**src/rtl/nib_cpu_pkg.sv**
```systemverilog
package nib_cpu_pkg;

  typedef enum logic [3:0] {
    OP_NOP  = 4'h0,
    OP_LDA  = 4'h1,
    OP_ADD  = 4'h2,
    OP_SUB  = 4'h3,
    OP_STA  = 4'h4,
    OP_LDI  = 4'h5,
    OP_JMP  = 4'h6,
    OP_JC   = 4'h7,
    OP_JZ   = 4'h8,
    OP_AND  = 4'h9,
    OP_OR   = 4'hA,
    OP_XOR  = 4'hB,
    OP_RSV0 = 4'hC,
    OP_RSV1 = 4'hD,
    OP_OUT  = 4'hE,
    OP_HLT  = 4'hF
  } opcode_e;

  // Who owns the shared bus in a given step
  typedef enum logic [2:0] {
    SRC_NONE = 3'd0,
    SRC_PC   = 3'd1,
    SRC_RAM  = 3'd2,
    SRC_IR   = 3'd3,
    SRC_ACC  = 3'd4,
    SRC_ALU  = 3'd5
  } bus_src_e;

  typedef struct packed {
    bus_src_e src;
    logic     mar_ld;
    logic     ir_ld;
    logic     a_ld;
    logic     b_ld;
    logic     out_ld;
    logic     ram_we;
    logic     pc_inc;
    logic     pc_ld;
    logic     flg_ld;
    logic     halt_set;
    logic     last;
  } ctrl_t;

  localparam int STEP_W = 3;

  function automatic logic is_alu_op(opcode_e op);
    return (op == OP_ADD) || (op == OP_SUB) || (op == OP_AND) ||
           (op == OP_OR)  || (op == OP_XOR);
  endfunction

endpackage

```
**src/rtl/nib_cpu_ram.sv**
```systemverilog
module nib_cpu_ram #(
  parameter int ADDR_W = 4,
  parameter int WORD_W = 8,
  localparam int DEPTH = 1 << ADDR_W
) (
  input  logic              clk,
  input  logic              we,
  input  logic [ADDR_W-1:0] waddr,
  input  logic [WORD_W-1:0] wdata,
  input  logic [ADDR_W-1:0] raddr,
  output logic [WORD_W-1:0] rdata
);

  logic [WORD_W-1:0] mem [DEPTH];

  // No reset: contents persist across processor reset
  always_ff @(posedge clk) begin
    if (we) mem[waddr] <= wdata;
  end

  assign rdata = mem[raddr];

endmodule

```
**src/rtl/nib_cpu_alu.sv**
```systemverilog
module nib_cpu_alu
  import nib_cpu_pkg::*;
#(
  parameter int DATA_W = 4
) (
  input  opcode_e           op,
  input  logic [DATA_W-1:0] a,
  input  logic [DATA_W-1:0] b,
  output logic [DATA_W-1:0] res,
  output logic              cout
);

  // Returns {carry, result}
  function automatic logic [DATA_W:0] calc(opcode_e f, logic [DATA_W-1:0] x,
                                           logic [DATA_W-1:0] y);
    logic [DATA_W:0] r;
    case (f)
      OP_ADD:  r = {1'b0, x} + {1'b0, y};
      OP_SUB:  r = {1'b0, x} + {1'b0, ~y} + {{DATA_W{1'b0}}, 1'b1};
      OP_AND:  r = {1'b0, x & y};
      OP_OR:   r = {1'b0, x | y};
      OP_XOR:  r = {1'b0, x ^ y};
      default: r = '0;
    endcase
    return r;
  endfunction

  assign {cout, res} = calc(op, a, b);

endmodule

```
**src/rtl/nib_cpu_ctrl.sv**
```systemverilog
module nib_cpu_ctrl
  import nib_cpu_pkg::*;
(
  input  logic              clk,
  input  logic              rst,
  input  opcode_e           op,
  input  logic              flg_c,
  input  logic              flg_z,
  output ctrl_t             ctl,
  output logic [STEP_W-1:0] step,
  output logic              halted
);

  always_comb begin
    ctl = '0;
    if (!halted) begin
      case (step)
        3'd0: begin ctl.src = SRC_PC;  ctl.mar_ld = 1'b1; end
        3'd1: ctl.pc_inc = 1'b1;
        3'd2: begin ctl.src = SRC_RAM; ctl.ir_ld = 1'b1; end
        default: begin
          if (op == OP_LDA || op == OP_STA || is_alu_op(op)) begin
            if (step == 3'd3) begin
              ctl.src = SRC_IR;
              ctl.mar_ld = 1'b1;
            end else if (op == OP_LDA) begin
              ctl.src = SRC_RAM; ctl.a_ld = 1'b1; ctl.last = 1'b1;
            end else if (op == OP_STA) begin
              ctl.src = SRC_ACC; ctl.ram_we = 1'b1; ctl.last = 1'b1;
            end else if (step == 3'd4) begin
              ctl.src = SRC_RAM; ctl.b_ld = 1'b1;
            end else begin
              ctl.src = SRC_ALU; ctl.a_ld = 1'b1; ctl.flg_ld = 1'b1;
              ctl.last = 1'b1;
            end
          end else begin
            ctl.last = 1'b1;
            case (op)
              OP_LDI: begin ctl.src = SRC_IR; ctl.a_ld = 1'b1; end
              OP_JMP: begin ctl.src = SRC_IR; ctl.pc_ld = 1'b1; end
              OP_JC:  begin ctl.src = SRC_IR; ctl.pc_ld = flg_c; end
              OP_JZ:  begin ctl.src = SRC_IR; ctl.pc_ld = flg_z; end
              OP_OUT: begin ctl.src = SRC_ACC; ctl.out_ld = 1'b1; end
              OP_HLT: ctl.halt_set = 1'b1;
              default: ;
            endcase
          end
        end
      endcase
    end
  end

  always_ff @(posedge clk) begin
    if (rst) begin
      step   <= '0;
      halted <= 1'b0;
    end else if (!halted) begin
      step <= ctl.last ? '0 : step + 1'b1;
      if (ctl.halt_set) halted <= 1'b1;
    end
  end

endmodule

```
**src/rtl/nib_cpu.sv**
```systemverilog
module nib_cpu
  import nib_cpu_pkg::*;
#(
  parameter int DATA_W = 4,
  parameter int ADDR_W = 4,
  localparam int INSN_W = 4 + ADDR_W
) (
  input  logic              clk,
  input  logic              rst,
  input  logic              ld_en,
  input  logic [ADDR_W-1:0] ld_addr,
  input  logic [INSN_W-1:0] ld_data,
  output logic [DATA_W-1:0] out_val,
  output logic              halted
);

  localparam int BUS_W = INSN_W;

  ctrl_t             ctl;
  logic [STEP_W-1:0] step;
  logic [ADDR_W-1:0] pc, mar;
  logic [INSN_W-1:0] ir;
  logic [DATA_W-1:0] acc, opb, alu_res;
  logic              flg_c, flg_z, alu_c;
  logic [BUS_W-1:0]  bus;
  logic [INSN_W-1:0] ram_q;
  opcode_e           cur_op;

  // Named events for the checker
  logic              pc_inc, pc_ld, out_ld;
  logic              mem_we;
  logic [ADDR_W-1:0] mem_waddr;
  logic [INSN_W-1:0] mem_wdata;

  assign cur_op = opcode_e'(ir[INSN_W-1 -: 4]);
  assign pc_inc = ctl.pc_inc;
  assign pc_ld  = ctl.pc_ld;
  assign out_ld = ctl.out_ld;

  nib_cpu_ctrl u_ctrl (
    .clk    (clk),
    .rst    (rst),
    .op     (cur_op),
    .flg_c  (flg_c),
    .flg_z  (flg_z),
    .ctl    (ctl),
    .step   (step),
    .halted (halted)
  );

  nib_cpu_alu #(.DATA_W(DATA_W)) u_alu (
    .op   (cur_op),
    .a    (acc),
    .b    (opb),
    .res  (alu_res),
    .cout (alu_c)
  );

  // Load port is live only under reset; the processor writes otherwise
  assign mem_we    = rst ? ld_en : ctl.ram_we;
  assign mem_waddr = rst ? ld_addr : mar;
  assign mem_wdata = rst ? ld_data : INSN_W'(bus);

  nib_cpu_ram #(.ADDR_W(ADDR_W), .WORD_W(INSN_W)) u_ram (
    .clk   (clk),
    .we    (mem_we),
    .waddr (mem_waddr),
    .wdata (mem_wdata),
    .raddr (mar),
    .rdata (ram_q)
  );

  // Single-driver bus; undriven reads as zero
  always_comb begin
    case (ctl.src)
      SRC_PC:  bus = BUS_W'(pc);
      SRC_RAM: bus = BUS_W'(ram_q);
      SRC_IR:  bus = BUS_W'(ir[ADDR_W-1:0]);
      SRC_ACC: bus = BUS_W'(acc);
      SRC_ALU: bus = BUS_W'(alu_res);
      default: bus = '0;
    endcase
  end

  always_ff @(posedge clk) begin
    if (rst) begin
      pc      <= '0;
      mar     <= '0;
      ir      <= '0;
      acc     <= '0;
      opb     <= '0;
      flg_c   <= 1'b0;
      flg_z   <= 1'b0;
      out_val <= '0;
    end else begin
      if (ctl.pc_ld)       pc <= bus[ADDR_W-1:0];
      else if (ctl.pc_inc) pc <= pc + 1'b1;
      if (ctl.mar_ld) mar     <= bus[ADDR_W-1:0];
      if (ctl.ir_ld)  ir      <= bus[INSN_W-1:0];
      if (ctl.a_ld)   acc     <= bus[DATA_W-1:0];
      if (ctl.b_ld)   opb     <= bus[DATA_W-1:0];
      if (ctl.out_ld) out_val <= bus[DATA_W-1:0];
      if (ctl.flg_ld) begin
        flg_c <= alu_c;
        flg_z <= (alu_res == '0);
      end
    end
  end

endmodule

```
**config.mk**
```make
export PLATFORM = sky130hd
export DESIGN_NAME = nib_cpu
export DESIGN_NICKNAME = d
export VERILOG_FILES = /design/src/rtl/nib_cpu_pkg.sv /design/src/rtl/nib_cpu_ram.sv /design/src/rtl/nib_cpu_alu.sv /design/src/rtl/nib_cpu_ctrl.sv /design/src/rtl/nib_cpu.sv
export SDC_FILE = /design/constraint.sdc
export NUM_CORES = 1
export LEC_CHECK = 0
export BUFFER_PORTS_ARGS = -buffer_cell sky130_fd_sc_hd__buf_2
export CAP_MARGIN = 5
export CELL_PAD_IN_SITES_DETAIL_PLACEMENT = 1
export CELL_PAD_IN_SITES_GLOBAL_PLACEMENT = 2
export CORE_MARGIN = 2
export CORE_UTILIZATION = 45
export DETAILED_ROUTE_END_ITERATION = 8
export PLACE_DENSITY_LB_ADDON = 0.12
export SLEW_MARGIN = 20
export SYNTH_ARGS = -nofsm -noshare
export SYNTH_HDL_FRONTEND = slang
export SYNTH_SLANG_ARGS = --single-unit
```
**constraint.sdc**
```tcl
create_clock -name clk -period 3.8 [get_ports clk]
set_input_delay 0.38 -clock clk [delete_from_list [all_inputs] [get_ports clk]]
set_output_delay 0.38 -clock clk [all_outputs]
set_load 0.05 [all_outputs]
```
==> results of run 1 <==
==> per-layer routing <==
layer,up-vias,track usage,wire length [µm]
li1,2207,-,-
met1,2455,0.279,8210
met2,79,0.392,9820
met5,-,0,0
met3,36,0.0413,525
met4,0,0.101,711
==> cell type report <==
cell class / count / area, µm² / area share
Clock buffer: 18 / 429 / 0.0496
Clock inverter: 13 / 126 / 0.0146
Timing Repair Buffer: 49 / 320 / 0.0370
Sequential cell: 166 / 4610 / 0.533
Multi-Input combinational cell: 329 / 2810 / 0.324
Inverter: 23 / 86.3 / 0.00998
Tap cell: 220 / 275 / 0.0318
==> power by group through the flow <==
stage | logic (µW) | clock network [µW] | registers [µW]
5_1_grt | 1430 | 1710 | 2230
3_5_place_dp | 1320 | 0 | 2260
3_3_place_gp | 1280 | 0 | 2260
6_report | 1310 | 1620 | 2220
2_1_floorplan | 1030 | 0 | 2180
4_1_cts | 1330 | 1650 | 2220
==> through the flow <==
step	hold WS [ns]	instances	setup WS (ns)	util
after floorplan	0.427	548	0.747	-
after global placement	0.440	787	0.436	0.486
after detailed placement	0.451	787	0.369	0.486
after CTS	0.390	818	0.351	0.520
after global routing	0.424	818	0.141	0.520
final	0.400	818	0.448	0.520
==> flip-flops by register name, indices dropped and copies added, names as in the netlist, named ones only <==
| signal | cells |
|---|---|
| acc | 4 |
| flg_c | 1 |
| flg_z | 1 |
| ir | 8 |
| mar | 4 |
| opb | 4 |
| out_val | 4 |
| pc | 4 |
| u_ctrl.halted | 1 |
| u_ctrl.step | 3 |
| u_ram.mem | 128 |
==> synth_stat cells (all sizes together), types with 8 or more instances <==
| cell | instances |
|---|---|
| inv | 23 |
| a31oi | 13 |
| o21ai | 23 |
| dfxtp | 38 |
| buf | 21 |
| and2 | 8 |
| clkbuf | 9 |
| a211oi | 9 |
| mux2 | 9 |
| mux2i | 8 |
| nand2 | 32 |
| mux4 | 37 |
| a21oi | 21 |
| nor3 | 11 |
| nor2 | 49 |
| edfxtp | 128 |
| ha | 18 |
| nand2b | 9 |
==> path summary, 6_finish.rpt <==
| check | startpoint | end | slack, ns | depth (start not counted) |
|---|---|---|---|---|
| worst max-delay path | ir[5]$_SDFFE_PP0P_ | u_ram.mem[2][5]$_DFFE_PP_ | 0.45 | 5 |
| worst min-delay path | rst | opb[2]$_SDFFE_PP0P_ | 0.40 | 2 |
| worst max register to register | ir[5]$_SDFFE_PP0P_ | u_ram.mem[2][5]$_DFFE_PP_ | 0.45 | 5 |
| worst min register to register | flg_z$_SDFFE_PP0P_ | flg_z$_SDFFE_PP0P_ | 0.46 | 2 |
==> cells by family after synthesis <==
logic type / after synthesis / share of synthesized area
DFF: 166 / 0.598
adders and majority gates: 20 / 0.0345
buffers and inverters: 53 / 0.0375
AOI/OAI and AO/OA: 114 / 0.102
xor gates and xnor gates: 4 / 0.00455
muxes: 54 / 0.138
and+or+nand+nor: 137 / 0.0847
==> worst register-to-register path, stage by stage (launching register included) <==
cell	delay, ns
dfxtp_1	0.52
or4b_2	0.75
nor4_1	0.59
o2bb2ai_1	0.22
nand2_1	0.19
nor2_1	0.71
==> run_results.csv, run 1 <==
group,metric,value,unit
floorplan,die_w,135,µm
route,postRouteWirelength,19.3,mm
logic_synthesis,synth-seq-area-share,0.598,
timing,post-route-period-util,0.882,
logic_synthesis,netlist_area,7700,µm²
clock_network,clock-root-buffer,"clkbuf_16",
route,vias,4777,
clock_network,numCtsBuffers,17,
place,gp_congestion,0.809,
timing,fin_skew,0.00692,ns
global_routing,grt.total_usage,0.227,
global_routing,first_global_vias,5137,
job,cap_viol_max_count,0,
power,combPwrFrac,0.255,
power,powerDensity,596,nW/µm²
clock_network,cts_buffer_depth,2,
worst_setup_path,crit_chain,"or4b_2 -> nor4_1 -> o2bb2ai_1 -> nand2_1 -> nor2_1",
floorplan,die_area,18200,µm²
power,power.share.switching,0.312,
logic_synthesis,yosysWarnings,0,
route,detail-route-antenna-nets,0,
global_routing,grt_max_degree,27,
worst_setup_path,path_buf_inv,0,
clock_network,insertion_delay,0.42,ns
place,io_buffers,19,
worst_setup_path,end_kind,"register",
worst_setup_path,crit_family,"simple AND/OR/NAND/NOR gates",
worst_setup_path,worst-setup-path-type,"reg -> reg",
logic_synthesis,synthArstFlopShare,0,
logic_synthesis,synth_nets,583,
place,dp_hpwl,14.1,mm
logic_synthesis,synthDominantCellAreaShare,0.499,
power,ir_drop,0.000331,V
run_status,outcome,"finished clean",
floorplan,initial_core_util,0.463,
finish,most-common-layout-cells,"edfxtp_1 (128), nor2_1 (49), dfxtp_1 (37)",
route,routedWlPerCell,23.6,µm
global_routing,antenna_found_initial,0,
timing,finalSetupTns,0,ns
logic_synthesis,synth-main-ff-cell,"edfxtp_1",
worst_setup_path,slowest_stage,"or4b_2",
worst_setup_path,start_kind,"register",
finish,area_delta_synth_final,12.3,%
finish,fillerInstances,1651,
global_routing,grt_pass1_wl,30.3,mm
route,drtIter0Drc,312,
logic_synthesis,yosysTopAreaCell,"edfxtp_1",
logic_synthesis,ys_seq_elements,166,
clock_network,post_cts_resized,0,
power,p_leak,0.00293,µW
clock_network,cts_tree,"done",
worst_setup_path,cp_data_arrival_time,3.40,ns
route,drtPass1Iterations,6,
logic_synthesis,yosysUniqueCellTypes,65,
power,total_power,5160,µW
clock_network,ctsHoldBuffers,0,
worst_setup_path,slowest_delay,0.75,ns
timing,relSlewSlack,0.383,
logic_synthesis,synthTopCellsByArea,"edfxtp_1 (50%), dfxtp_1 (9.9%), mux4_2 (6.7%)",
floorplan,num_rows,47,
power,p_seq_frac,0.430,
timing,post-route-min-period,3.35,ns
finish,drive_above_1_share,0.196,
global_routing,overflow,0,
timing,drv_slew,0,
floorplan,dieHeight,135,µm
timing,rsz0062_at_grt,"false",
route,drcViolationCount,0,
finish,diodes,0,
power,p_sw,1610,µW
clock_network,cts-htree-levels,4,
place,dpl-instance-area,8090,µm²
worst_setup_path,cp.required,3.85,ns
clock_network,post_cts.repair.setup_buffers,0,
timing,setup_violations,0,
logic_synthesis,syn_inst,548,
floorplan,core_area,16600,µm²
route,post_drt_via_cell_ratio,5.84,
timing,max_freq,0.298,GHz
timing,worstMarginPinSlew,0.918,ns
min_path,holdCritPathClass,"in -> reg",
finish,layout_commonest_cell,"edfxtp_1",
power,power.clock.fraction,0.315,
clock_network,clk_pin_slew_worst_paths,0.07,ns
logic_synthesis,synth_edf_count,128,
timing,hold_viol_final,0,
clock_network,clock_sinks,166,
power,intPower,3550,µW
finish,nNetsFinal,621,
floorplan,io_pins,20,
worst_setup_path,cp_max_fo,18,
logic_synthesis,avgSynthCellArea,14.0,µm²
finish,design_area,8650,µm²
Note: power is estimated with default switching activity, not from simulation.
==> inputs of run 2 (changes only) <==
--- a/config.mk
+++ b/config.mk
@@ -12,7 +12,7 @@
 export CORE_MARGIN = 2
 export CORE_UTILIZATION = 45
 export DETAILED_ROUTE_END_ITERATION = 8
-export PLACE_DENSITY_LB_ADDON = 0.12
+export PLACE_DENSITY_LB_ADDON = 0.1
 export SLEW_MARGIN = 20
 export SYNTH_ARGS = -nofsm -noshare
 export SYNTH_HDL_FRONTEND = slang
==> run 2 against run 1 <==
  * Combinational power is 4% higher
  * Flip-flop and latch count stayed put
  * Cell count is 1.2% higher
  * Critical endpoint is now u_ram.mem[8][0]$_DFFE_PP_
  * Fmax is 2.6% lower
  * Count of clock-buffer cells in the layout stayed put
==> run_results.csv, run 2 (same netlist as run 1, synthesis figures left out) <==
group,metric,value,unit
worst_setup_path,cp.required,3.96,ns
route,drtPass1Iterations,4,
place,gp_congestion,0.801,
global_routing,overflow,0,
route,drcViolationCount,0,
run_status,outcome,"finished clean",
place,dp_hpwl,14.1,mm
worst_setup_path,cp_max_fo,16,
global_routing,first_global_vias,5076,
finish,multi_input_area,2820,µm²
min_path,holdCritPathClass,"in -> reg",
place,dpl_worst_slack,0.172,ns
route,post_drt_via_cell_ratio,5.75,
route,postRouteWirelength,19.3,mm
power,ir_drop,0.000364,V
finish,regArea,4610,µm²
finish,largest_reg_flops,128,
clock_network,cts_tree,"done",
clock_network,clock_sinks,166,
finish,nNetsFinal,630,
finish,area_delta_synth_final,14.0,%
worst_setup_path,crit_family,"compound AO/OA/AOI/OAI gates",
finish,fillerInstances,1641,
route,drtIter0Drc,304,
worst_setup_path,crit_chain,"ha_1 -> ha_1 -> a211oi_1 -> nor3_1 -> o41ai_2 -> o221ai_1 -> o211ai_1 -> o21ai_0 -> buf_4",
timing,worstMarginPinSlew,0.847,ns
global_routing,antenna_found_initial,0,
finish,design_area,8780,µm²
finish,layout_commonest_cell,"edfxtp_1",
global_routing,grt_max_degree,24,
timing,rsz0062_at_grt,"false",
global_routing,grt.total_usage,0.229,
timing,post-route-period-util,0.906,
timing,worst_slack,0.358,ns
route,routedWlPerCell,23.3,µm
finish,final_cell_count_no_fill,828,
floorplan,initial_core_util,0.463,
clock_network,cts-htree-levels,4,
worst_setup_path,path_buf_inv,1,
floorplan,dieHeight,135,µm
floorplan,io_pins,20,
finish,top_register,"u_ram.mem",
clock_network,post_cts.repair.setup_buffers,0,
worst_setup_path,cp_data_arrival_time,3.60,ns
route,detail-route-antenna-nets,0,
finish,diodes,0,
power,p_leak,0.00299,µW
worst_setup_path,slowest_stage,"o41ai_2",
timing,drv_slew,0,
route,vias,4757,
finish,reg.largest.list,"u_ram.mem: 128 flops, ir: 8 flops",
timing,post-route-min-period,3.44,ns
power,powerDensity,605,nW/µm²
clock_network,insertion_delay,0.43,ns
worst_setup_path,end_kind,"register",
finish,drive_above_1_share,0.215,
timing,hold_viol_final,0,
place,dp_cells,796,
global_routing,grt_pass1_wl,30.4,mm
clock_network,clock-root-buffer,"clkbuf_16",
clock_network,numCtsBuffers,17,
worst_setup_path,slowest_delay,0.74,ns
worst_setup_path,crit_top_cell,"ha_1",
worst_setup_path,start_kind,"register",
timing,max_freq,0.291,GHz
timing,finalSetupTns,0,ns
clock_network,ctsHoldBuffers,0,
floorplan,die_area,18200,µm²
timing,fin_skew,0.0130,ns
place,io_buffers,19,
floorplan,core_area,16600,µm²
clock_network,clk_pin_slew_worst_paths,0.06,ns
finish,most-common-layout-cells,"edfxtp_1 (128), nor2_1 (49), buf_4 (38)",
job,cap_viol_max_count,0,
clock_network,cts_buffer_depth,2,
floorplan,num_rows,47,
place,dpl-instance-area,8170,µm²
worst_setup_path,worst-setup-path-type,"reg -> reg",
timing,relSlewSlack,0.431,
floorplan,die_w,135,µm
timing,setup_violations,0,
==> run 2: cell types whose count changed in the layout (fill, tap and decap cells not counted), sizes merged <==
cell / before / now
buf: 49 / 58
bufinv: 1 / 2
clkinv: 7 / 2
clkinvlp: 1 / 3
inv: 27 / 30
==> run 2: area by class of cell <==
cell class | instances | area share
clock buffer | 18 | 0.0489
clock inverter | 14 | 0.0184
inverter | 23 | 0.00984
multi-input combinational | 329 | 0.321
sequential | 166 | 0.525
tap | 220 | 0.0314
timing repair buffer | 58 | 0.0456
==> run 2: metrics by stage <==
step | hold slack, ns | utilization | power, µW
final | 0.328 | 0.527 | 5310
after global routing | 0.327 | 0.527 | 5550
after CTS | 0.305 | 0.527 | 5360
after detailed placement | 0.451 | 0.491 | 3630
after global placement | 0.441 | 0.491 | 3600
after floorplan | 0.427 | - | 3210
==> run 2: final timing paths <==
path	startpoint	endpoint	slack (ns)	cells after the start
setup reg to reg	u_ctrl.step[1]$_SDFFE_PP0N_	u_ram.mem[8][0]$_DFFE_PP_	0.36	9
hold reg to reg	flg_z$_SDFFE_PP0P_	flg_z$_SDFFE_PP0P_	0.46	2
hold / removal	rst	u_ctrl.step[0]$_SDFFE_PP0N_	0.33	2
setup / recovery	u_ctrl.step[1]$_SDFFE_PP0N_	u_ram.mem[8][0]$_DFFE_PP_	0.36	9
==> run 2: timing repair <==
action	CTS	global route
resized for setup	0	1
setup endpoints to repair	0	31
hold endpoints to repair	0	0
==> run 2: routing by layer <==
metal	vias to the layer above	share of wire	track usage	wire length, µm
met3	23	0.021	0.0364	405
met2	59	0.54	0.414	10500
met1	2451	0.42	0.277	8080
li1	2224	-	-	-
met4	0	0.018	0.0801	342
met5	-	0	0	0
==> run 2: power by group <==
group          internal [µW]  total [µW]  switching (µW)
sequential              2110        2220             116
combinational            571        1360             790
clock                    986        1720             739
==> inputs of run 3 (changes only) <==
--- a/config.mk
+++ b/config.mk
@@ -7,10 +7,10 @@
 export LEC_CHECK = 0
 export BUFFER_PORTS_ARGS = -buffer_cell sky130_fd_sc_hd__buf_2
 export CAP_MARGIN = 5
-export CELL_PAD_IN_SITES_DETAIL_PLACEMENT = 1
-export CELL_PAD_IN_SITES_GLOBAL_PLACEMENT = 2
+export CELL_PAD_IN_SITES_DETAIL_PLACEMENT = 0
+export CELL_PAD_IN_SITES_GLOBAL_PLACEMENT = 1
 export CORE_MARGIN = 2
-export CORE_UTILIZATION = 45
+export CORE_UTILIZATION = 52
 export DETAILED_ROUTE_END_ITERATION = 8
 export PLACE_DENSITY_LB_ADDON = 0.1
 export SLEW_MARGIN = 20
==> run 3 against run 2 <==
  * Cell area is 0.70% lower
  * Non-clock buffer count down 2
  * Sequential power hardly changed
  * Power up 0.23%
  * Sequential share of layout area rose by 0.37 points
  * Count of clock-buffer cells in the layout unchanged
  * Wire length down 9.2%
  * Cell count decreased by 4.6%
  * Clock power about the same
==> run_results.csv, run 3 (same netlist as run 1, synthesis figures left out) <==
group,metric,value,unit
run_status,outcome,"finished clean",
finish,finish.utilization,0.602,
clock_network,insertion_delay,0.44,ns
min_path,whs_endpoint,"flg_c$_SDFFE_PP0P_",
power,total_power,5320,µW
global_routing,grt.total_usage,0.232,
timing,post-route-period-util,0.847,
clock_network,numCtsBuffers,17,
floorplan,core_area,14500,µm²
power,power.clock.fraction,0.327,
worst_setup_path,cp_max_fo,16,
worst_setup_path,r2r_setup_slack,0.58,ns
timing,post-route-min-period,3.22,ns
timing,relSlewSlack,0.411,
global_routing,first_global_vias,4710,
timing,worstMarginPinSlew,0.877,ns
worst_setup_path,cp_data_arrival_time,3.39,ns
timing,max_freq,0.311,GHz
floorplan,initial_core_util,0.532,
place,dp_hpwl,12.2,mm
floorplan,die_w,126,µm
finish,drive_above_1_share,0.211,
min_path,min-delay-start,"rst",
finish,reg.largest.list,"u_ram.mem: 128 flops, ir: 8 flops",
worst_setup_path,end_kind,"register",
global_routing,grt_pass1_wl,27.4,mm
floorplan,die_area,15800,µm²
floorplan,num_rows,44,
min_path,hold_path_depth,2,
worst_setup_path,r2r-start,"u_ctrl.step[0]$_SDFFE_PP0N_",
floorplan,io_pins,20,
route,postRouteWirelength,17.5,mm
finish,final_cell_count_no_fill,790,
clock_network,cts_buffer_depth,2,
finish,area_delta_synth_final,13.2,%
finish,nNetsFinal,628,
power,intPower,3670,µW
timing,rsz0062_at_grt,"false",
global_routing,grt_max_degree,29,
global_routing,antenna_found_initial,0,
power,p_sw,1650,µW
worst_setup_path,start_kind,"register",
power,p_seq_frac,0.414,
clock_network,cts_tree,"done",
timing,drv_slew,0,
worst_setup_path,cp.required,3.97,ns
finish,top_register,"u_ram.mem",
timing,fin_skew,0.0103,ns
timing,finalSetupTns,0,ns
route,routedWlPerCell,22.2,µm
clock_network,post_cts.repair.setup_buffers,0,
job,cap_viol_max_count,0,
clock_network,ctsHoldBuffers,0,
worst_setup_path,r2r-end,"u_ram.mem[12][0]$_DFFE_PP_",
clock_network,post_cts_resized,0,
power,p_leak,0.00299,µW
finish,diodes,0,
power,combPwrFrac,0.260,
route,drtIter0Drc,325,
worst_setup_path,ff2ff_path_depth,11,
place,gp_congestion,0.865,
finish,most-common-layout-cells,"edfxtp_1 (128), nor2_1 (49), dfxtp_1 (37)",
clock_network,clock-root-buffer,"clkbuf_16",
global_routing,overflow,0,
timing,worst_slack,0.581,ns
clock_network,clk_pin_slew_worst_paths,0.07,ns
finish,largest_reg_flops,128,
route,detail-route-antenna-nets,0,
clock_network,clock_sinks,166,
floorplan,dieHeight,126,µm
clock_network,cts-htree-levels,4,
power,power.share.switching,0.310,
place,dp_cells,758,
place,io_buffers,19,
finish,layout_commonest_cell,"edfxtp_1",
place,dpl_worst_slack,0.241,ns
route,drcViolationCount,0,
route,post_drt_via_cell_ratio,6.04,
timing,setup_violations,0,
timing,hold_viol_final,0,
min_path,holdCritPathClass,"in -> reg",
route,vias,4771,
power,ir_drop,0.000390,V
power,powerDensity,611,nW/µm²
worst_setup_path,worst-setup-path-type,"reg -> reg",
route,drtPass1Iterations,5,
-- run 3: cell count changes in the layout (fill, tap and decap cells not counted), sizes merged --
cell / delta
clkinv: +3
buf: -2
clkinvlp: -2
inv: -1
-- run 3: how the worst max path moves through the flow --
stage	start	endpoint	slack, ns
after detailed placement	u_ctrl.step[0]$_SDFFE_PP0N_	u_ram.mem[0][2]$_DFFE_PP_	0.24
after CTS	u_ctrl.step[0]$_SDFFE_PP0N_	u_ram.mem[15][2]$_DFFE_PP_	0.19
after global routing	u_ctrl.step[1]$_SDFFE_PP0N_	u_ram.mem[12][0]$_DFFE_PP_	0.38
after floorplan	u_ctrl.step[2]$_SDFFE_PP0N_	u_ram.mem[0][0]$_DFFE_PP_	0.75
after global placement	u_ctrl.step[1]$_SDFFE_PP0N_	u_ram.mem[1][2]$_DFFE_PP_	0.39
final	u_ctrl.step[0]$_SDFFE_PP0N_	u_ram.mem[12][0]$_DFFE_PP_	0.58
-- run 3: per-layer routing --
metal  track usage  routed length (µm)  vias to the layer above
met5             0                   0                        -
met3        0.0408                 516                       23
met1         0.308                7670                     2432
li1              -                   -                     2223
met4        0.0654                 267                        0
met2         0.396                9060                       93
-- run 3: layout make-up --
class                   count  area, µm²
clock inverters            14        166
well taps                 184        230
inverters                  23       86.3
clock buffers              18        429
flip-flops and latches    166       4610
multi-input cells         329       2810
fillers                  1113       5760
repair buffers             56        385
-- run 3: worst max-delay path, cell delays in order (launching register included) --
cell	delay [ns]
dfxtp_1	0.33
ha_1	0.20
ha_1	0.20
buf_4	0.17
a211oi_1	0.36
and2_1	0.24
o21ai_1	0.14
buf_4	0.19
o2bb2ai_1	0.14
o211ai_1	0.53
o21ai_0	0.20
buf_4	0.24
-- run 3: power by group through the flow --
stage	logic (µW)	registers (µW)	clock network, µW
5_1_grt	1500	2210	1820
6_report	1380	2200	1740
4_1_cts	1380	2200	1760
3_3_place_gp	1360	2240	0
2_1_floorplan	1030	2180	0
3_5_place_dp	1370	2240	0
-- run 3: metrics by stage --
| step | hold slack [ns] | cell area, µm² |
|---|---|---|
| after detailed placement | 0.444 | 8110 |
| after global placement | 0.439 | 8110 |
| after CTS | 0.334 | 8710 |
| final | 0.327 | 8710 |
| after floorplan | 0.427 | 7700 |
| after global routing | 0.335 | 8710 |
